[src/rtl/pfb_pkg.sv]
package pfb_pkg;

   // Outcome of one access cycle as seen by the prefetch buffer
   typedef enum logic [1:0] {
      PROBE_IDLE = 2'd0,
      PROBE_L1   = 2'd1,
      PROBE_HEAD = 2'd2,
      PROBE_MISS = 2'd3
   } probe_e;

endpackage

[src/rtl/pfb_stream.sv]
// One sequential stream: line FIFO with tags, request/refill bookkeeping.
module pfb_stream #(
   parameter int BLK_W  = 26,
   parameter int LINE_W = 64,
   parameter int DEPTH  = 4
) (
   input  logic              clk,
   input  logic              rst_n,
   input  logic              flush_i,
   input  logic [BLK_W-1:0]  flush_blk_i,
   input  logic              pop_i,
   input  logic              fire_i,
   input  logic              rsp_i,
   input  logic [LINE_W-1:0] rsp_line_i,
   output logic              head_ok_o,
   output logic [BLK_W-1:0]  head_tag_o,
   output logic [LINE_W-1:0] head_line_o,
   output logic              want_o,
   output logic [BLK_W-1:0]  next_blk_o
);
   localparam int PTR_W = $clog2(DEPTH);
   localparam int CNT_W = $clog2(DEPTH + 1);
   localparam int SUM_W = CNT_W + 2;

   logic              active_q;
   logic [PTR_W-1:0]  rd_q, wr_q;
   logic [CNT_W-1:0]  cnt_q, outst_q, stale_q;
   logic [BLK_W-1:0]  nxt_q, ret_q;
   logic [LINE_W-1:0] line_mem [DEPTH];
   logic [BLK_W-1:0]  tag_mem  [DEPTH];

   logic              rsp_stale, rsp_live, push, pop;
   logic [CNT_W-1:0]  outst_after, stale_after;
   logic [SUM_W-1:0]  used;

   assign rsp_stale   = rsp_i && (stale_q != '0);
   assign rsp_live    = rsp_i && (stale_q == '0);
   assign push        = rsp_live && !flush_i;
   assign pop         = pop_i && !flush_i;
   assign outst_after = outst_q + CNT_W'(fire_i) - CNT_W'(rsp_live);
   assign stale_after = stale_q - CNT_W'(rsp_stale);
   assign used        = SUM_W'(cnt_q) + SUM_W'(outst_q) + SUM_W'(stale_q);

   assign want_o      = active_q && (used < SUM_W'(DEPTH));
   assign next_blk_o  = nxt_q;
   assign head_ok_o   = (cnt_q != '0);
   assign head_tag_o  = tag_mem[rd_q];
   assign head_line_o = line_mem[rd_q];

   always_ff @(posedge clk) begin
      if (!rst_n) begin
         active_q <= 1'b0;
         rd_q     <= '0;
         wr_q     <= '0;
         cnt_q    <= '0;
         outst_q  <= '0;
         stale_q  <= '0;
         nxt_q    <= '0;
         ret_q    <= '0;
      end else if (flush_i) begin
         // Everything still in flight belongs to the old stream now
         active_q <= 1'b1;
         rd_q     <= '0;
         wr_q     <= '0;
         cnt_q    <= '0;
         outst_q  <= '0;
         stale_q  <= stale_after + outst_after;
         nxt_q    <= flush_blk_i + BLK_W'(1);
         ret_q    <= flush_blk_i + BLK_W'(1);
      end else begin
         outst_q  <= outst_after;
         stale_q  <= stale_after;
         cnt_q    <= cnt_q + CNT_W'(push) - CNT_W'(pop);
         if (fire_i) nxt_q <= nxt_q + BLK_W'(1);
         if (push) begin
            wr_q  <= wr_q + PTR_W'(1);
            ret_q <= ret_q + BLK_W'(1);
         end
         if (pop) rd_q <= rd_q + PTR_W'(1);
      end
   end

   // Line storage carries no reset; head is only used while cnt_q != 0
   always_ff @(posedge clk) begin
      if (rst_n && push) begin
         line_mem[wr_q] <= rsp_line_i;
         tag_mem[wr_q]  <= ret_q;
      end
   end

endmodule

[src/rtl/pfb_lru.sv]
// Recency ranking by per-way age; age WAYS-1 marks the victim.
module pfb_lru #(
   parameter int WAYS = 4,
   localparam int ID_W = $clog2(WAYS)
) (
   input  logic            clk,
   input  logic            rst_n,
   input  logic            touch_i,
   input  logic [ID_W-1:0] touch_id_i,
   output logic [ID_W-1:0] victim_o
);
   logic [ID_W-1:0] age_q [WAYS];

   always_ff @(posedge clk) begin
      if (!rst_n) begin
         for (int i = 0; i < WAYS; i++) age_q[i] <= ID_W'(i);
      end else if (touch_i) begin
         for (int i = 0; i < WAYS; i++) begin
            if (ID_W'(i) == touch_id_i)
               age_q[i] <= '0;
            else if (age_q[i] < age_q[touch_id_i])
               age_q[i] <= age_q[i] + ID_W'(1);
         end
      end
   end

   always_comb begin
      victim_o = '0;
      for (int i = 0; i < WAYS; i++)
         if (age_q[i] == ID_W'(WAYS - 1)) victim_o = ID_W'(i);
   end

endmodule

[src/rtl/pfb_rr_arb.sv]
// Round-robin pick among streams that want to issue a request.
module pfb_rr_arb #(
   parameter int WAYS = 4,
   localparam int ID_W = $clog2(WAYS)
) (
   input  logic            clk,
   input  logic            rst_n,
   input  logic [WAYS-1:0] req_i,
   input  logic            take_i,
   output logic            gnt_valid_o,
   output logic [ID_W-1:0] gnt_id_o
);
   logic [ID_W-1:0] ptr_q;
   logic [ID_W-1:0] idx;

   always_comb begin
      gnt_valid_o = 1'b0;
      gnt_id_o    = '0;
      idx         = '0;
      // Walk from the far end so the nearest requester is chosen last
      for (int off = WAYS - 1; off >= 0; off--) begin
         idx = ptr_q + ID_W'(off);
         if (req_i[idx]) begin
            gnt_valid_o = 1'b1;
            gnt_id_o    = idx;
         end
      end
   end

   always_ff @(posedge clk) begin
      if (!rst_n)                     ptr_q <= '0;
      else if (take_i && gnt_valid_o) ptr_q <= gnt_id_o + ID_W'(1);
   end

endmodule

[src/rtl/mw_stream_prefetch.sv]
module mw_stream_prefetch
   import pfb_pkg::*;
#(
   parameter int BLK_W  = 26,
   parameter int LINE_W = 64,
   parameter int WAYS   = 4,
   parameter int DEPTH  = 4,
   localparam int ID_W  = $clog2(WAYS)
) (
   input  logic              clk,
   input  logic              rst_n,
   input  logic              acc_valid,
   input  logic [BLK_W-1:0]  acc_blk,
   input  logic              l1_hit,
   output logic              pf_hit,
   output logic              pf_miss,
   output logic [ID_W-1:0]   pf_way,
   output logic [LINE_W-1:0] pf_line,
   output logic              mreq_valid,
   input  logic              mreq_ready,
   output logic [BLK_W-1:0]  mreq_blk,
   output logic [ID_W-1:0]   mreq_id,
   input  logic              mrsp_valid,
   input  logic [ID_W-1:0]   mrsp_id,
   input  logic [LINE_W-1:0] mrsp_line
);
   initial begin
      assert (WAYS >= 2 && (WAYS & (WAYS - 1)) == 0)
         else $error("WAYS must be a power of two, at least 2");
      assert (DEPTH >= 2 && (DEPTH & (DEPTH - 1)) == 0)
         else $error("DEPTH must be a power of two, at least 2");
      assert (BLK_W >= 2 && LINE_W >= 1)
         else $error("BLK_W and LINE_W out of range");
   end

   logic [WAYS-1:0]   head_ok, want, match, pop, flush, fire, rsp;
   logic [BLK_W-1:0]  head_tag  [WAYS];
   logic [LINE_W-1:0] head_line [WAYS];
   logic [BLK_W-1:0]  next_blk  [WAYS];

   logic              hit_any;
   logic [ID_W-1:0]   hit_id, victim, gnt_id;
   logic              gnt_valid;
   probe_e            probe;

   // Head compare, lowest index wins
   always_comb begin
      hit_any = 1'b0;
      hit_id  = '0;
      for (int i = WAYS - 1; i >= 0; i--) begin
         if (match[i]) begin
            hit_any = 1'b1;
            hit_id  = ID_W'(i);
         end
      end
   end

   always_comb begin
      if (!acc_valid)   probe = PROBE_IDLE;
      else if (l1_hit)  probe = PROBE_L1;
      else if (hit_any) probe = PROBE_HEAD;
      else              probe = PROBE_MISS;
   end

   assign pf_hit  = (probe == PROBE_HEAD);
   assign pf_miss = (probe == PROBE_MISS);
   assign pf_way  = pf_hit ? hit_id : (pf_miss ? victim : '0);
   assign pf_line = pf_hit ? head_line[hit_id] : '0;

   assign mreq_valid = gnt_valid;
   assign mreq_blk   = gnt_valid ? next_blk[gnt_id] : '0;
   assign mreq_id    = gnt_valid ? gnt_id : '0;

   for (genvar g = 0; g < WAYS; g++) begin : g_way
      assign match[g] = head_ok[g] && (head_tag[g] == acc_blk);
      assign pop[g]   = pf_hit  && (hit_id == ID_W'(g));
      assign flush[g] = pf_miss && (victim == ID_W'(g));
      assign fire[g]  = mreq_valid && mreq_ready && (gnt_id == ID_W'(g));
      assign rsp[g]   = mrsp_valid && (mrsp_id == ID_W'(g));

      pfb_stream #(
         .BLK_W (BLK_W),
         .LINE_W(LINE_W),
         .DEPTH (DEPTH)
      ) u_stream (
         .clk        (clk),
         .rst_n      (rst_n),
         .flush_i    (flush[g]),
         .flush_blk_i(acc_blk),
         .pop_i      (pop[g]),
         .fire_i     (fire[g]),
         .rsp_i      (rsp[g]),
         .rsp_line_i (mrsp_line),
         .head_ok_o  (head_ok[g]),
         .head_tag_o (head_tag[g]),
         .head_line_o(head_line[g]),
         .want_o     (want[g]),
         .next_blk_o (next_blk[g])
      );
   end

   pfb_lru #(.WAYS(WAYS)) u_lru (
      .clk       (clk),
      .rst_n     (rst_n),
      .touch_i   (pf_hit || pf_miss),
      .touch_id_i(pf_way),
      .victim_o  (victim)
   );

   pfb_rr_arb #(.WAYS(WAYS)) u_arb (
      .clk        (clk),
      .rst_n      (rst_n),
      .req_i      (want),
      .take_i     (mreq_ready),
      .gnt_valid_o(gnt_valid),
      .gnt_id_o   (gnt_id)
   );

endmodule

[config.mk]
export PLATFORM = sky130hd
export DESIGN_NAME = mw_stream_prefetch
export DESIGN_NICKNAME = d
export VERILOG_FILES = /design/src/rtl/pfb_pkg.sv /design/src/rtl/pfb_stream.sv /design/src/rtl/pfb_lru.sv /design/src/rtl/pfb_rr_arb.sv /design/src/rtl/mw_stream_prefetch.sv
export SDC_FILE = /design/constraint.sdc
export NUM_CORES = 2
export LEC_CHECK = 0
export BUFFER_PORTS_ARGS = -buffer_cell sky130_fd_sc_hd__buf_2
export CAP_MARGIN = 20
export CORE_MARGIN = 2
export CORE_UTILIZATION = 45
export CTS_CLUSTER_DIAMETER = 150
export DETAILED_ROUTE_END_ITERATION = 8
export GPL_TIMING_DRIVEN = 0
export PLACE_DENSITY_LB_ADDON = 0.15
export SETUP_SLACK_MARGIN = 0.5
export SKIP_LAST_GASP = 1
export SYNTH_ARGS = -nofsm -noshare
export SYNTH_HDL_FRONTEND = slang
export SYNTH_SLANG_ARGS = --single-unit
[constraint.sdc]
create_clock -name clk -period 5.3 [get_ports clk]
set_clock_uncertainty 0.15 [all_clocks]
set_input_delay 0.53 -clock clk [delete_from_list [all_inputs] [get_ports clk]]
set_output_delay 0.53 -clock clk [all_outputs]
set_load 0.01 [all_outputs]
==> metrics.cfg <==
[outcome]
outcome=finished with violations
violations=setup timing

[synth]
synth_area_per_cell_um2=16.5
synthDistinctLibCells=80
synthCells=4357
synth-edff-count=1448
synthFlopType=edfxtp_1
ys_seq_area_share_pct=68.2
ys_ff_latch=1722
async_flop_share_pct=0
yosys.area.top_type=edfxtp_1
synth.most_common_cell=edfxtp_1
synthesis.nets=4555
netlist_area_um2=71800
yosysTopAreaCellShare_pct=60.6
yosysWarnings=0
synth_common_cells=1448 x edfxtp_1, 325 x mux4_2, 274 x dfxtp_1
synthTopCellsByArea=edfxtp_1 61%, mux4_2 10%, dfxtp_1 7.6%

[finish]
seq_area_um2=49000
utilization_pct=55.7
nNetsFinal=5205
drive_gt1_share_pct=28.1
syn_to_final_growth_pct=22.8
fillers=12400
multi_input_area_um2=23900

[drt]
drcViolationCount=0
wire_per_inst_um=29.1
route.vias.total=42700
routed_wl_um=211000
first_pass_iters=6
ant_nets=0
vias_per_cell=5.89
drt_iter0_drc=4050

[setup_path]
cp_slowest_stage_delay_ps=630
critPathArrivalTime_ps=4750
critical_path.most_common_cell=buf_12
worstSetupPathType=reg -> out
cp_max_fo=8
rrSetupSlack_ps=80
cp_slowest_cell=or4b_4
endpoint_kind=primary output
start_kind=register
cp.required_ps=4620
worstPathCellList=buf_12, buf_12, mux4_2, xnor2_2, nand4_1, or2_1, or4b_4, a211oi_4, buf_12, buf_16, buf_12, mux2i_4, a211oi_4, buf_2

[placement]
gp_congestion=0.921
hpwl_um=133000
port_buffers=177

[floorplan]
core_um2=158000
row_count=146
start_util_pct=45.3
ios=195
die-area_um2=163000
die_y_um=403
die_w_um=403

[timing]
hold_viol_final=0
worst_slack_ps=-127
period_needed_ps=5430
slew_violations=0
fmax_mhz=184
finalSetupViolations=54
fin_crit_sh_pct=102
timing.hold.ws_ps=122
rsz0062_at_grt=yes
tightest_slew_ps=1430
relSlewSlack_pct=4.84

[global_route]
antenna_found_initial=22
grt_remaining_overflow=0
grt_pass1_vias=41600
track_usage_pct=25.3
grt_pass1_wl_um=296000
grt_max_degree=50

[clock_network]
clk_latency_ps=820
clk_pin_slew_ps=60
htreeDepth=4
cts_tree=built
cts_sinks=1722
root_buffer=clkbuf_16
cts_buffer_depth=3
numCtsBuffers=180

[run]
drv_cap=0

[power]
power.density_nw_per_um2=329
peakVddDrop_mv=0.354
p_leak_uw=0.0289

[hold_path]
hold_class=in -> reg

[where the power goes]
group,switching (µW),internal (µW),leakage [µW]
clock network,5300,7030,0.00280
registers,175,14800,0.0157
logic,983,653,0.0104
[logic make-up after synthesis]
family                   after synthesis  share of synthesized area (%)
AND/OR/NAND/NOR                      718                           5.19
buffers and inverters                333                           1.92
multiplexers                         525                           13.2
XOR/XNOR                             346                           4.22
adder cells (fa/ha/maj)              100                           1.91
AO/OA/AOI/OAI                        613                           5.33
flip-flops                          1722                           68.2
[critical path, delay by kind of cell, from the launching register on]
family / cells / cell delay (ps)
AOI/OAI and AO/OA: 2 / 680
xor gates and xnor gates: 1 / 140
buffers and inverters: 6 / 1050
DFF: 1 / 360
muxes: 2 / 640
and+or+nand+nor: 3 / 1050
[final timing paths]
check | start | to | cells past startpoint
worst max-delay path | register | pf_line[62] | 14
worst min-delay path | rst_n | u_lru.age_q[3][1]$_DFFE_PP_ | 3
worst max register to register | g_way[0].u_stream.outst_q[0]$_SDFF_PP0_ | g_way[0].u_stream.stale_q[2]$_SDFF_PN0_ | 24
worst min register to register | g_way[1].u_stream.active_q$_SDFFE_PN0P_ | g_way[1].u_stream.active_q$_SDFFE_PN0P_ | 2
[per-stage QoR]
| step | total power, µW | setup WS (ps) | setup TNS, ps | cell area [µm²] | cells |
|---|---|---|---|---|---|
| finish | 29000 | -127 | -2500 | 88200 | 7242 |
| floorplan | 15900 | 501 | 0 | 72000 | 4357 |
| global placement | 16500 | -2720 | -3789960 | 75500 | 6606 |
| detailed placement | 16500 | -1370 | -1130840 | 76500 | 6653 |
| CTS | 28900 | -218 | -9150 | 86100 | 7135 |
| global route | 29800 | -245 | -10770 | 88200 | 7239 |
[placed cells by master (no fill, tap or decap), types with 114 or more instances in the layout]
cell type,count
buf_4,117
mux4_2,326
nor2_1,114
nand2_1,151
edfxtp_1,1448
mux2i_1,121
a21oi_1,226
clkbuf_16,203
clkbuf_1,165
xnor2_1,175
buf_2,183
o21ai_0,117
dfxtp_1,263
xor2_1,165
[sequential cells by signal, indices dropped and copies added, names as in the netlist, named ones only]
name	cells
g_way.u_stream.line_mem	1024
g_way.u_stream.active_q	4
g_way.u_stream.next_blk_o	104
g_way.u_stream.cnt_q	12
g_way.u_stream.tag_mem	416
u_lru.age_q	8
g_way.u_stream.rd_q	8
g_way.u_stream.outst_q	12
u_arb.ptr_q	2
g_way.u_stream.wr_q	8
g_way.u_stream.ret_q	104
g_way.u_stream.stale_q	12
[per-layer routing]
| metal | vias to the layer above | share of wire [%] | global-route usage (%) |
|---|---|---|---|
| met3 | 335 | 7.1 | 4.19 |
| met4 | 10 | 3.4 | 8.71 |
| li1 | 18400 | - | - |
| met5 | - | 0.032 | 0 |
| met1 | 22300 | 42 | 35.4 |
| met2 | 1664 | 47 | 40.4 |
[timing repair]
item	4_1_cts	5_1_grt
endpoints found under the hold margin	1024	0
pin swaps	96	107
cloned	24	15
endpoints found under the setup margin	1803	1041
hold buffers	64	0
setup buffers	57	79
resized for setup	479	256
[cell type report]
cell class / instances / share of cell area (%)
antenna: 8 / 0.0227
multi-input combinational: 2312 / 27.1
clock inverter: 102 / 1.07
clock buffer: 235 / 5.44
buffer: 235 / 2.16
sequential: 1722 / 55.6
inverter: 98 / 0.455
tap: 2072 / 2.94
timing repair buffer: 458 / 5.28
(Power assumes the default switching activity.)
